[src/rtl/chan_seq_monitor.sv]
module chan_seq_monitor #(
  parameter int SEQ_W = 4,
  parameter int LIM_W = 5,
  parameter int WD_W  = 12
) (
  input  logic             clk,
  input  logic             rst_n,
  input  logic             msg_valid,
  input  logic [SEQ_W-1:0] msg_seq,
  input  logic             tick,
  input  logic [LIM_W-1:0] cfg_loss_limit,
  input  logic [WD_W-1:0]  cfg_wd_limit,
  output logic             lost_pulse,
  output logic [SEQ_W-1:0] lost_count,
  output logic             in_service,
  output logic             chan_failed,
  output logic             recovery_start
);
  localparam int SPAN  = (1 << SEQ_W) - 1;
  localparam int RUN_W = SEQ_W + 1;

  logic [SEQ_W-1:0] exp_seq, gap, lim_eff;
  logic [RUN_W-1:0] run, run_next;
  logic [WD_W-1:0]  wd_cnt;
  logic             accept, loss_fail, wd_fail;

  assign lim_eff   = (cfg_loss_limit > LIM_W'(SPAN)) ? SEQ_W'(SPAN) :
                     (cfg_loss_limit == '0) ? SEQ_W'(1) : cfg_loss_limit[SEQ_W-1:0];
  assign gap       = msg_seq - exp_seq;
  assign run_next  = run + {1'b0, gap};
  assign accept    = in_service && msg_valid;
  assign loss_fail = accept && (gap != '0) && (run_next >= {1'b0, lim_eff});
  assign wd_fail   = in_service && !msg_valid && tick && (wd_cnt == cfg_wd_limit);

  always_ff @(posedge clk or negedge rst_n) begin
    if (!rst_n) begin
      exp_seq        <= '0;
      run            <= '0;
      wd_cnt         <= '0;
      in_service     <= 1'b0;
      chan_failed    <= 1'b0;
      lost_pulse     <= 1'b0;
      lost_count     <= '0;
      recovery_start <= 1'b0;
    end else begin
      lost_pulse     <= accept && (gap != '0);
      lost_count     <= accept ? gap : '0;
      recovery_start <= loss_fail || wd_fail;
      if (msg_valid) begin
        exp_seq <= msg_seq + 1'b1;
        wd_cnt  <= '0;
      end
      if (!in_service) begin
        if (msg_valid) begin
          in_service  <= 1'b1;
          chan_failed <= 1'b0;
          run         <= '0;
        end
      end else if (loss_fail || wd_fail) begin
        in_service  <= 1'b0;
        chan_failed <= 1'b1;
        run         <= '0;
        wd_cnt      <= '0;
      end else if (msg_valid) begin
        run <= (gap == '0) ? '0 : run_next;
      end else if (tick) begin
        wd_cnt <= wd_cnt + 1'b1;
      end
    end
  end

  a_r8_exclusive: assert property (@(posedge clk) disable iff (!rst_n)
    !(in_service && chan_failed));
  a_r8_recovery: assert property (@(posedge clk) disable iff (!rst_n)
    recovery_start |-> ($rose(chan_failed) && $fell(in_service)));
  a_r4_count: assert property (@(posedge clk) disable iff (!rst_n)
    lost_pulse |-> (lost_count != '0));
  a_r2_enter: assert property (@(posedge clk) disable iff (!rst_n)
    (msg_valid && !in_service) |=> (in_service && !chan_failed && !lost_pulse));
  a_r10_idle: assert property (@(posedge clk) disable iff (!rst_n)
    (!in_service && !msg_valid) |=> (!in_service && $stable(chan_failed) && !recovery_start));
  a_r9_precedence: assert property (@(posedge clk) disable iff (!rst_n)
    (in_service && msg_valid && tick && !loss_fail) |=> in_service);
endmodule

[config.mk]
export PLATFORM = sky130hd
export DESIGN_NAME = chan_seq_monitor
export DESIGN_NICKNAME = d
export VERILOG_FILES = /design/src/rtl/chan_seq_monitor.sv
export SDC_FILE = /design/constraint.sdc
export NUM_CORES = 1
export LEC_CHECK = 0
export BUFFER_PORTS_ARGS = -buffer_cell sky130_fd_sc_hd__buf_2
export CORE_ASPECT_RATIO = 0.75
export CORE_MARGIN = 1.5
export CORE_UTILIZATION = 45
export DETAILED_ROUTE_END_ITERATION = 6
export HOLD_SLACK_MARGIN = 0.1
export PLACE_DENSITY_LB_ADDON = 0.3
export SETUP_SLACK_MARGIN = 0.4
export SYNTH_ARGS = -nofsm -noshare
export SYNTH_HDL_FRONTEND = slang
export SYNTH_SLANG_ARGS = --single-unit
[constraint.sdc]
create_clock -name clk -period 3.2 [get_ports clk]
set_input_delay 0.16 -clock clk [delete_from_list [all_inputs] [get_ports clk]]
set_output_delay 0.16 -clock clk [all_outputs]
set_load 0.03 [all_outputs]
==> run metrics <==
Via Count about 1,600; Period minus WS final around 2900 ps; Mapped Area roughly 1900 um2; IO buf count 32; CP Launch Type flop; final setup fails 0; period utilization ~92%; dpl hpwl 2860 um; final non-filler cell total approximately 290; # H-tree levels 2; routability cong. just over 0.8; Worst Setup Slack, final 251 ps; Setup TNS 0 ps; total track usage a little under a fifth; CP required around 3300 ps; Total Routed Length 3950 um; Metal-1 WL between 2000 and 2500 um; Initial DRC Count ~130; number of max-slew violations in the final report 0; Finished Core Util a little under three fifths; Pre-Repair DR Iteration Count 4; die width between 70 and 80 um; met3 wire length between 200 and 250 um; Slew @ Worst Pin ~920 ps; gr ovfl total 0; Die H 59.4 um; Setup Skew approximately 5 ps; Root Buffer Master clkbuf_8; Worst slew margin a little under two fifths; DRC Markers 0; Die Area roughly 4600 um2; Storage cell area ~730 um2; Leak roughly 1.1 nW; Max VDD drop 0.288 mV; Worst R2R Start exp_seq[2]$_DFFE_PN0P_; Worst-path clk slew 60 ps; Max Used Layer met4; Yosys cell types 42; fmax ~340 MHz; first-pass GRT wire length approximately 6600 um; worst-path maximum fanout 7; FILL cells around 380; status complete, no violations; vias in the first global route 1,399; HP Class in -> reg; crit path kind reg -> reg; routed length per instance between 10 and 15 um; Inst Count DP between 200 and 300; vias per inst between 5 and 6; Max-Cap Viols 0; RSZ-0062 raised after global routing true; crit path to chan_failed$_DFFE_PN0P_; CORE AREA between 4000 and 5000 um2; R2R Setup Slk roughly 250 ps; Met2 Routed Length ~1600 um; multi-input logic area between 1000 and 1500 um2; Critical Path AT 3090 ps; Ant. Diodes 0; worst hold path depth 3; CP Launch Point exp_seq[2]$_DFFE_PN0P_; # rows 20; antenna violations before repair 0; Ys Warns 0; Num CTS Buffers 5; Total Power around 1.4 mW; Avg Inst Size Synth ~9.6 um2; pwr/cell area 617 nW/um2; Synth Net Count about 240; starting density of the core 47.0%; reg-to-reg endpoint chan_failed$_DFFE_PN0P_; Final Hold Vio Count 0; area delta synth->final 21.5%; worst reg-to-reg path cell count 11; flops & latches, synth 29; Routed Antenna Nets 0; TritonCTS Sinks 29; CTS tree yes; register area share after synthesis 38.1%; share of cells above drive strength 1 between 20% and 30%; Syn Inst Count approximately 200; Longest Clk Path Bufs 2; Place WS 195 ps; CP Capture Type flop; # nets final about 270; largest net degree at the start of global routing 31; Top Ports 33; Worst-Skew Late Latency roughly 280 ps
[registers in the layout, indices dropped and copies added, names as in the netlist]
register	count
chan_failed	1
run	5
recovery_start	1
exp_seq	4
wd_cnt	12
in_service	1
lost_count	4
lost_pulse	1
[stage by stage]
step / hold slack [ps] / area (um2)
floorplan: -136 / 1930
global placement: 232 / 2130
detailed placement: 225 / 2130
CTS: 216 / 2300
global route: 242 / 2310
finish: 219 / 2310
[synth_stat cells]
| master | count | area share, % |
|---|---|---|
| a211o_1 | 7 | 3.2 |
| a21o_1 | 4 | 1.6 |
| a21o_4 | 1 | 0.79 |
| a21oi_1 | 14 | 3.7 |
| a2bb2oi_1 | 1 | 0.46 |
| a31o_2 | 1 | 0.46 |
| a31oi_1 | 1 | 0.33 |
| a31oi_2 | 1 | 0.66 |
| and2_1 | 1 | 0.33 |
| and3_1 | 1 | 0.33 |
| and3b_1 | 1 | 0.46 |
| and4_1 | 2 | 0.92 |
| buf_1 | 1 | 0.20 |
| buf_2 | 1 | 0.26 |
| buf_4 | 1 | 0.39 |
| buf_6 | 1 | 0.59 |
| clkbuf_1 | 7 | 1.4 |
| dfrtp_1 | 29 | 38 |
| fa_1 | 2 | 2.1 |
| ha_1 | 13 | 8.5 |
| inv_1 | 7 | 1.4 |
| mux2_2 | 2 | 1.2 |
| nand2_1 | 12 | 2.4 |
| nand2b_1 | 1 | 0.33 |
| nand3_1 | 6 | 1.6 |
| nand4_1 | 6 | 2.0 |
| nor2_1 | 13 | 2.6 |
| nor2b_1 | 9 | 3.0 |
| nor3_1 | 3 | 0.79 |
| nor3b_1 | 3 | 1.2 |
| nor4_1 | 6 | 2.0 |
| nor4_2 | 1 | 0.66 |
| nor4b_1 | 1 | 0.46 |
| nor4bb_1 | 5 | 2.6 |
| o21ai_0 | 5 | 1.3 |
| o21bai_1 | 1 | 0.39 |
| o31ai_1 | 3 | 1.2 |
| or2_2 | 1 | 0.33 |
| or3_1 | 3 | 0.99 |
| or4_1 | 2 | 0.79 |
| xnor2_1 | 13 | 6.0 |
| xor2_1 | 5 | 2.3 |
[layout by cell type, fill, tap and decap left out, types with 2 or more instances in the layout]
cell type	instances
inv_1	5
nor3b_1	3
nor2_2	2
nor2b_1	9
nor3_1	3
nor4bb_1	5
o21ai_0	3
buf_4	6
inv_2	2
a21oi_2	2
a21oi_1	12
buf_2	32
or3_1	2
a211o_1	7
ha_4	3
fa_2	2
nor2_1	11
ha_1	9
nand3_1	6
o31ai_1	3
nor4_1	6
nand4_1	6
a21o_1	4
xor2_2	2
dfrtp_1	29
xnor2_1	13
o21ai_1	2
and4_1	2
or4_1	2
nand2_1	12
mux2_2	2
clkbuf_8	7
xor2_1	3
[power by group]
group	switching, mW	internal [mW]
logic	0.338	0.282
clock network	0.137	0.194
registers	0.0502	0.427
[how the worst min path moves through the flow]
stage                     startpoint                 endpoint  slack (ps)
after floorplan                rst_n  chan_failed$_DFFE_PN0P_        -140
after global placement         rst_n  lost_count[0]$_DFF_PN0_         230
after detailed placement       rst_n   exp_seq[0]$_DFFE_PN0P_         220
after CTS                 msg_seq[3]   exp_seq[3]$_DFFE_PN0P_         220
after global routing      msg_seq[3]   exp_seq[3]$_DFFE_PN0P_         240
final                     msg_seq[3]   exp_seq[3]$_DFFE_PN0P_         220
[timing repair]
action	CTS	global route
endpoints found under the setup margin	7	7
hold buffers	1	0
pin swaps	1	1
setup buffers	2	1
gates resized for setup	6	4
hold endpoints to repair	29	0
[critical path, stage by stage, from the launching register on]
cell and delay, ps:
dfrtp_1 380, inv_1 90, ha_4 210, and3b_1 190, or3_4 400, nand2_1 80
ha_1 260, xnor2_1 260, ha_1 280, a211o_1 300, a21o_4 240, a2bb2oi_1 130
[metal layers]
layer / vias up / GRT usage (%)
met4: 0 / 7.65
li1: 789 / -
met2: 47 / 26.6
met1: 726 / 28.0
met3: 6 / 4.31
met5: - / 0
[cells by family (layout without fill, tap and decap cells)]
kind of cell,after synthesis,after routing,share of synthesized area (%)
adder cells (fa/ha/maj),15,15,10.6
flip-flops,29,29,38.1
multiplexers,2,2,1.18
buffers and inverters,18,54,4.20
XOR/XNOR,18,18,8.27
AO/OA/AOI/OAI,39,39,14.1
AND/OR/NAND/NOR,77,77,23.6
[final cells by class]
class | count | area share (%)
flip-flops and latches | 29 | 31.4
repair buffers | 39 | 9.30
clock inverters | 1 | 0.216
inverters | 7 | 1.14
multi-input cells | 151 | 50.9
well taps | 55 | 2.97
clock buffers | 7 | 4.16
(Power assumes the default switching activity.)
